==> src/rtl/ewc_pkg.sv <==
package ewc_pkg;
  typedef enum logic [2:0] {
    ST_IDLE   = 3'd0,
    ST_SETUP  = 3'd1,
    ST_STROBE = 3'd2,
    ST_HOLD   = 3'd3,
    ST_REL    = 3'd4
  } ewc_state_t;

  typedef enum logic [1:0] {
    WM_COUNT = 2'b00,
    WM_ACK   = 2'b01,
    WM_ANY   = 2'b10,
    WM_ALL   = 2'b11
  } ewc_wmode_t;
endpackage

==> src/rtl/ewc_req_latch.sv <==
module ewc_req_latch #(
  parameter int ADDR_W = 16,
  parameter int DATA_W = 16,
  parameter int BANK_W = 2,
  parameter int WCNT_W = 3
) (
  input  logic              clk,
  input  logic              rst_n,
  input  logic              take,
  input  logic [ADDR_W-1:0] in_addr,
  input  logic [DATA_W-1:0] in_data,
  input  logic [BANK_W-1:0] in_bank,
  input  logic              in_dma,
  input  logic [WCNT_W-1:0] in_wcnt,
  input  logic [1:0]        in_mode,
  input  logic              in_hold,
  input  logic              in_idle,
  output logic [ADDR_W-1:0] q_addr,
  output logic [DATA_W-1:0] q_data,
  output logic [BANK_W-1:0] q_bank,
  output logic              q_dma,
  output logic [WCNT_W-1:0] q_wcnt,
  output ewc_pkg::ewc_wmode_t q_mode,
  output logic              q_hold,
  output logic              q_idle
);
  always_ff @(posedge clk or negedge rst_n) begin
    if (!rst_n) begin
      q_addr <= '0;
      q_data <= '0;
      q_bank <= '0;
      q_dma  <= 1'b0;
      q_wcnt <= '0;
      q_mode <= ewc_pkg::WM_COUNT;
      q_hold <= 1'b0;
      q_idle <= 1'b0;
    end else if (take) begin
      q_addr <= in_addr;
      q_data <= in_data;
      q_bank <= in_bank;
      q_dma  <= in_dma;
      q_wcnt <= in_wcnt;
      q_mode <= ewc_pkg::ewc_wmode_t'(in_mode);
      q_hold <= in_hold;
      q_idle <= in_idle;
    end
  end
endmodule

==> src/rtl/ewc_wait_timer.sv <==
module ewc_wait_timer #(
  parameter int WCNT_W = 3
) (
  input  logic                clk,
  input  logic                rst_n,
  input  logic                load,
  input  logic [WCNT_W-1:0]   load_val,
  input  logic                run,
  input  ewc_pkg::ewc_wmode_t mode,
  input  logic                ack,
  output logic                done
);
  logic [WCNT_W-1:0] cnt;
  logic              expired;

  assign expired = (cnt == '0);

  always_ff @(posedge clk or negedge rst_n) begin
    if (!rst_n) begin
      cnt <= '0;
    end else if (load) begin
      cnt <= load_val;
    end else if (run && !expired) begin
      cnt <= cnt - 1'b1;
    end
  end

  always_comb begin
    unique case (mode)
      ewc_pkg::WM_COUNT: done = expired;
      ewc_pkg::WM_ACK:   done = ack;
      ewc_pkg::WM_ANY:   done = expired || ack;
      ewc_pkg::WM_ALL:   done = expired && ack;
      default:           done = expired;
    endcase
  end
endmodule

==> src/rtl/ewc_seq.sv <==
module ewc_seq (
  input  logic                clk,
  input  logic                rst_n,
  input  logic                take,
  input  logic                strobe_done,
  input  logic                hold_en,
  input  logic                idle_en,
  input  logic                dma_flag,
  output ewc_pkg::ewc_state_t state,
  output logic                dma_pulse
);
  import ewc_pkg::*;
  ewc_state_t nxt;

  always_comb begin
    nxt = state;
    unique case (state)
      ST_IDLE:   if (take) nxt = ST_SETUP;
      ST_SETUP:  nxt = ST_STROBE;
      ST_STROBE: if (strobe_done) nxt = hold_en ? ST_HOLD : (idle_en ? ST_REL : ST_IDLE);
      ST_HOLD:   nxt = idle_en ? ST_REL : ST_IDLE;
      ST_REL:    nxt = ST_IDLE;
      default:   nxt = ST_IDLE;
    endcase
  end

  always_ff @(posedge clk or negedge rst_n) begin
    if (!rst_n) begin
      state     <= ST_IDLE;
      dma_pulse <= 1'b0;
    end else begin
      state     <= nxt;
      dma_pulse <= (state == ST_STROBE) && strobe_done && dma_flag;
    end
  end
endmodule

==> src/rtl/ext_wr_ctrl.sv <==
module ext_wr_ctrl #(
  parameter int ADDR_W = 16,
  parameter int DATA_W = 16,
  parameter int NBANK  = 4,
  parameter int WCNT_W = 3,
  localparam int BANK_W = (NBANK > 1) ? $clog2(NBANK) : 1
) (
  input  logic              clk,
  input  logic              rst_n,
  input  logic              req_valid,
  output logic              req_ready,
  input  logic [ADDR_W-1:0] req_addr,
  input  logic [DATA_W-1:0] req_data,
  input  logic [BANK_W-1:0] req_bank,
  input  logic              req_dma,
  input  logic [WCNT_W-1:0] cfg_wait_cnt,
  input  logic [1:0]        cfg_wait_mode,
  input  logic              cfg_hold_en,
  input  logic              cfg_idle_en,
  input  logic              mem_ack,
  output logic [ADDR_W-1:0] mem_addr,
  output logic [NBANK-1:0]  mem_sel_n,
  output logic              mem_wr_n,
  output logic [DATA_W-1:0] mem_data_out,
  output logic              mem_data_oe,
  output logic              dma_grant_n,
  output logic              busy
);
  import ewc_pkg::*;

  ewc_state_t        state;
  ewc_wmode_t        lat_mode;
  logic              take;
  logic              strobe_done;
  logic              dma_pulse;
  logic              sel_active;
  logic [ADDR_W-1:0] lat_addr;
  logic [DATA_W-1:0] lat_data;
  logic [BANK_W-1:0] lat_bank;
  logic              lat_dma;
  logic [WCNT_W-1:0] lat_wcnt;
  logic              lat_hold;
  logic              lat_idle;

  assign req_ready = (state == ST_IDLE);
  assign busy      = (state != ST_IDLE);
  assign take      = req_valid && req_ready;

  ewc_req_latch #(
    .ADDR_W(ADDR_W), .DATA_W(DATA_W), .BANK_W(BANK_W), .WCNT_W(WCNT_W)
  ) u_latch (
    .clk(clk), .rst_n(rst_n), .take(take),
    .in_addr(req_addr), .in_data(req_data), .in_bank(req_bank), .in_dma(req_dma),
    .in_wcnt(cfg_wait_cnt), .in_mode(cfg_wait_mode),
    .in_hold(cfg_hold_en), .in_idle(cfg_idle_en),
    .q_addr(lat_addr), .q_data(lat_data), .q_bank(lat_bank), .q_dma(lat_dma),
    .q_wcnt(lat_wcnt), .q_mode(lat_mode), .q_hold(lat_hold), .q_idle(lat_idle)
  );

  ewc_wait_timer #(.WCNT_W(WCNT_W)) u_timer (
    .clk(clk), .rst_n(rst_n),
    .load(state == ST_SETUP), .load_val(lat_wcnt),
    .run(state == ST_STROBE), .mode(lat_mode), .ack(mem_ack),
    .done(strobe_done)
  );

  ewc_seq u_seq (
    .clk(clk), .rst_n(rst_n), .take(take), .strobe_done(strobe_done),
    .hold_en(lat_hold), .idle_en(lat_idle), .dma_flag(lat_dma),
    .state(state), .dma_pulse(dma_pulse)
  );

  assign sel_active   = (state == ST_SETUP) || (state == ST_STROBE) || (state == ST_HOLD);
  assign mem_addr     = lat_addr;
  assign mem_wr_n     = (state != ST_STROBE);
  assign mem_data_oe  = (state == ST_STROBE);
  assign mem_data_out = mem_data_oe ? lat_data : '0;
  assign dma_grant_n  = !dma_pulse;

  for (genvar b = 0; b < NBANK; b++) begin : g_sel
    assign mem_sel_n[b] = !(sel_active && (lat_bank == BANK_W'(b)));
  end
endmodule

==> config.mk <==
export PLATFORM = sky130hd
export DESIGN_NAME = ext_wr_ctrl
export DESIGN_NICKNAME = d
export VERILOG_FILES = /design/src/rtl/ewc_pkg.sv /design/src/rtl/ewc_req_latch.sv /design/src/rtl/ewc_wait_timer.sv /design/src/rtl/ewc_seq.sv /design/src/rtl/ext_wr_ctrl.sv
export SDC_FILE = /design/constraint.sdc
export NUM_CORES = 1
export LEC_CHECK = 0
export ABC_AREA = 1
export CAP_MARGIN = 30
export CORE_ASPECT_RATIO = 1.1
export CORE_UTILIZATION = 45
export DETAILED_ROUTE_END_ITERATION = 10
export HOLD_SLACK_MARGIN = 0.06
export PLACE_DENSITY = 0.81
export SLEW_MARGIN = 15
export SYNTH_ARGS = -nofsm -noshare
export SYNTH_HDL_FRONTEND = slang
export SYNTH_SLANG_ARGS = --single-unit
==> constraint.sdc <==
create_clock -name clk -period 1.9 [get_ports clk]
set_input_delay 0.19 -clock clk [delete_from_list [all_inputs] [get_ports clk]]
set_output_delay 0.19 -clock clk [all_outputs]
set_load 0.005 [all_outputs]
==> results.txt <==
----------------------------------------------------
[Status]
  Outcome ... finished with violations
  Violations in the final reports ... design-rule violations

[Timing]
  Clock skew ... ~0.0086 ns
  Setup-failing EPs final ... 0
  Shortest clock period the worst path allows after layout ... ~1.9 ns
  Worst-case headroom to the max-slew limit ... 64.3%
  Final worst hold slack ... 0.400 ns
  Period utilization ... 99.8%
  Final Hold Fails ... 0
  Number of pins with negative max-slew slack in the final report ... 0
  Maximum operating frequency ... 528 MHz
  Post-Route Setup TNS ... 0 ns
  Setup repair after global routing missed its margin ... true
  Actual slew at the worst max-slew pin ... 0.536 ns
  Post-route setup slack ... 0.00474 ns

[Yosys]
  Sequential fraction of the synthesis area ... 51.6%
  Net count after synthesis ... 311
  Top flip-flop cell by instance count after synthesis ... sky130_fd_sc_hd__dfrtp_1
  Post-Synthesis Mean Instance Area ... 9.03 sq um
  Synthesized area ... roughly 2400 sq um
  Number of distinct standard cells referenced by the synthesized netlist ... 23
  Share of the synthesized area in the top cell type ... around half
  Commonest cells post-synth ... 65 x sky130_fd_sc_hd__nand2_1, 49 x sky130_fd_sc_hd__dfrtp_1, 29 x sky130_fd_sc_hd__nand3_1
  Fraction of registers with async set/reset ... 100%
  Library cell with the largest summed area after synthesis ... sky130_fd_sc_hd__dfrtp_1
  Top-count cell post-synth ... sky130_fd_sc_hd__nand2_1
  Count of flip-flops with a built-in enable after synthesis ... 0
  Count of mapped cells out of synthesis ... ~260
  Top area cells in the synthesized netlist ... sky130_fd_sc_hd__dfrtp_1 52%, sky130_fd_sc_hd__nand2_1 10%, sky130_fd_sc_hd__a21oi_2 7.4%
  Post-synthesis register bit count ... 49
  Number of warnings reported in the yosys synthesis log ... 0

[Routing]
  Via density per instance ... 4.79
  Detailed-route wire length per cell ... approximately 12 microns
  Number of optimization iterations in the first detailed-route pass ... 9
  DRC violation total after the first TritonRoute iteration ... 67
  Post-detailed-route count of antenna-violating nets ... 0
  Vias post-DR ... between 1,500 and 2,000
  Overall routed net length ... 4890 microns
  Post-route DRC ... 5

[Global routing]
  Antenna violations before repair ... 0
  Largest net degree at the start of global routing ... 63
  Via count of the first global-routing pass ... between 1,500 and 2,000
  Overall track demand over capacity in global routing ... 19.1%
  Global-route wire length before repair ... 8380 microns
  Overflow left after global routing ... 0

[Layout]
  Synth-to-layout area growth ... 43.2%
  Share of cells above drive strength 1 ... 19.3%
  Number of antenna repair diodes ... 0
  Final net count ... approximately 400
  Fin cells ... 411
  Core occupancy in the finished layout ... 67.5%

[Worst setup path]
  Worst setup path startpoint ... u_seq.state[2]
  Worst reg2reg startpoint ... u_seq.state[2]
  Critical path endpoint ... mem_data_out[3]
  Data required time of the worst path ... 1.71 ns
  Worst Reg2Reg Path Length in Cells ... 7
  Critical setup path kind ... reg2out
  CP Data Arrival Time ... 1.71 ns
  Kind of end point of the critical path ... primary output
  Register-to-Register Setup Slack ... between 0.3 and 0.4 ns
  Endpoint of the worst-slack reg-to-reg timing path ... u_latch.q_data[9]
  Category of the worst setup path launch point ... register
  CP Max Fanout ... 17

[Placement]
  Final weighted congestion in routability-driven placement ... 0.738
  Number of input and output port buffers inserted ... 86
  Placed wire-length estimate ... 3420 microns
  Post-placement worst setup slack ... about 0.25 ns
  Cell count after placement ... 400

[Clock tree]
  Clock net sink count ... 49
  TritonCTS Buffers ... 5
  TritonCTS clock tree ... built
  Later-pin clock latency in the skew report ... 0.29 ns
  Maximum level of the CTS H-tree ... 2
  Buffer cell driving the clock tree root ... sky130_fd_sc_hd__clkbuf_8
  Clock transition at the registers of the reported paths ... ~0.090 ns
  Worst-case clock buffer depth ... 2

[Die]
  Count of standard-cell rows ... 27
  Starting density of the core ... a little under half
  I/O pin cnt ... 87
  Floorplan core area ... between 5000 and 6000 sq um
  Die Outline Area ... 5570 sq um
  Die height ... 78.2 microns
  Floorplan die width ... 71.3 microns

[Min path]
  Class of the most critical hold timing path ... in2async

[Job]
  Max Cap Violations ... 0

[Pwr]
  Leak pwr ... 1.65 nW
  Worst IR drop on VDD ... 0.793 mV
  Pwr dens ... roughly 1500 nW/um^2

----------------------------------------------------
[placed cells by master, fill, tap and decap left out]
cell and instances:
sky130_fd_sc_hd__nor2_1 20, sky130_fd_sc_hd__inv_1 27, sky130_fd_sc_hd__buf_2 1, sky130_fd_sc_hd__inv_2 2
sky130_fd_sc_hd__clkdlybuf4s50_1 82, sky130_fd_sc_hd__nand2_1 63, sky130_fd_sc_hd__buf_12 1, sky130_fd_sc_hd__nand2_2 4
sky130_fd_sc_hd__nand2_8 1, sky130_fd_sc_hd__nand3_1 29, sky130_fd_sc_hd__a21oi_2 20, sky130_fd_sc_hd__inv_6 1
sky130_fd_sc_hd__buf_6 1, sky130_fd_sc_hd__inv_4 1, sky130_fd_sc_hd__nand4_1 2, sky130_fd_sc_hd__clkbuf_8 6
sky130_fd_sc_hd__dfrtp_1 49, sky130_fd_sc_hd__a21oi_1 3, sky130_fd_sc_hd__xor2_1 1, sky130_fd_sc_hd__o21ai_0 3
sky130_fd_sc_hd__nor2_2 15, sky130_fd_sc_hd__clkinvlp_4 1, sky130_fd_sc_hd__nand2_4 2, sky130_fd_sc_hd__dlymetal6s2s_1 3
sky130_fd_sc_hd__buf_4 6, sky130_fd_sc_hd__ha_1 2, sky130_fd_sc_hd__dlygate4sd3_1 1, sky130_fd_sc_hd__nor2_4 6
[worst min path at each step]
stage	to	slack (ns)	depth (start not counted)
3_3_place_gp	u_latch.q_data[8]	0.19	1
3_5_place_dp	u_latch.q_data[8]	0.20	1
2_1_floorplan	u_latch.q_addr[0]	-0.11	0
6_report	u_latch.q_data[8]	0.40	2
4_1_cts	u_latch.q_data[8]	0.41	2
5_1_grt	u_latch.q_data[8]	0.44	2
[registers in the layout, indices dropped and copies added, names as in the netlist]
name	flops
u_latch.q_hold	1
u_seq.dma_pulse	1
u_latch.q_wcnt	3
u_latch.q_bank	2
u_latch.q_dma	1
u_latch.q_mode	2
u_latch.q_data	16
u_latch.q_addr	16
u_latch.q_idle	1
u_seq.state	3
u_timer.cnt	3
[critical path: stages (launching register included)]
cell                              delay (ns)
sky130_fd_sc_hd__dfrtp_1                0.40
sky130_fd_sc_hd__inv_2                  0.07
sky130_fd_sc_hd__nand2_2                0.08
sky130_fd_sc_hd__nor2_4                 0.15
sky130_fd_sc_hd__inv_6                  0.11
sky130_fd_sc_hd__nor2_1                 0.10
sky130_fd_sc_hd__clkdlybuf4s50_1        0.50
[per-layer routing]
metal,share of wire [%],vias to the layer above,track usage (%),wire length [microns]
met5,0,-,0,0
met4,1.1,0,5.40,52
met3,6.5,4,5.13,318
met2,50,63,34.8,2440
met1,42,911,21.8,2070
li1,-,991,-,-
[layout make-up]
| class | instances | area, sq um |
|---|---|---|
| clock buffer | 6 | 82.6 |
| clock inverter | 1 | 7.51 |
| tap | 58 | 72.6 |
| inverter | 31 | 124 |
| timing repair buffer | 95 | 950 |
| sequential | 49 | 1230 |
| multi-input combinational | 171 | 937 |
| fill | 411 | 1630 |
[cell families after synthesis]
| group | Yosys count | share of synthesized area, % |
|---|---|---|
| simple gates | 142 | 29.0 |
| flops | 49 | 51.6 |
| buf+inv | 43 | 9.33 |
| compound gates | 26 | 8.64 |
| fa+ha+maj | 2 | 1.05 |
| xor+xnor | 1 | 0.369 |
[per-stage QoR]
| step | cell area, sq um | power, mW |
|---|---|---|
| finish | 3400 | 5.07 |
| floorplan | 2370 | 3.37 |
| global placement | 3250 | 4.34 |
| CTS | 3370 | 5.08 |
| detailed placement | 3250 | 4.42 |
| global route | 3400 | 5.51 |
[where the power goes]
part / internal (mW) / switching [mW] / leakage, nW
clock network: 0.288 / 0.322 / 0.0433
registers: 1.53 / 0.252 / 0.579
logic: 1.30 / 1.38 / 1.02
total: 3.12 / 1.95 / 1.65
[what timing repair did]
| item | in CTS | in global routing |
|---|---|---|
| buffers inserted | 1 | 2 |
| endpoints found under the setup margin | 21 | 22 |
| pin swaps | 0 | 0 |
| hold endpoints to repair | 22 | 0 |
| hold buffers | 1 | 0 |
| gates resized for setup | 3 | 6 |
(Power assumes the default switching activity.)
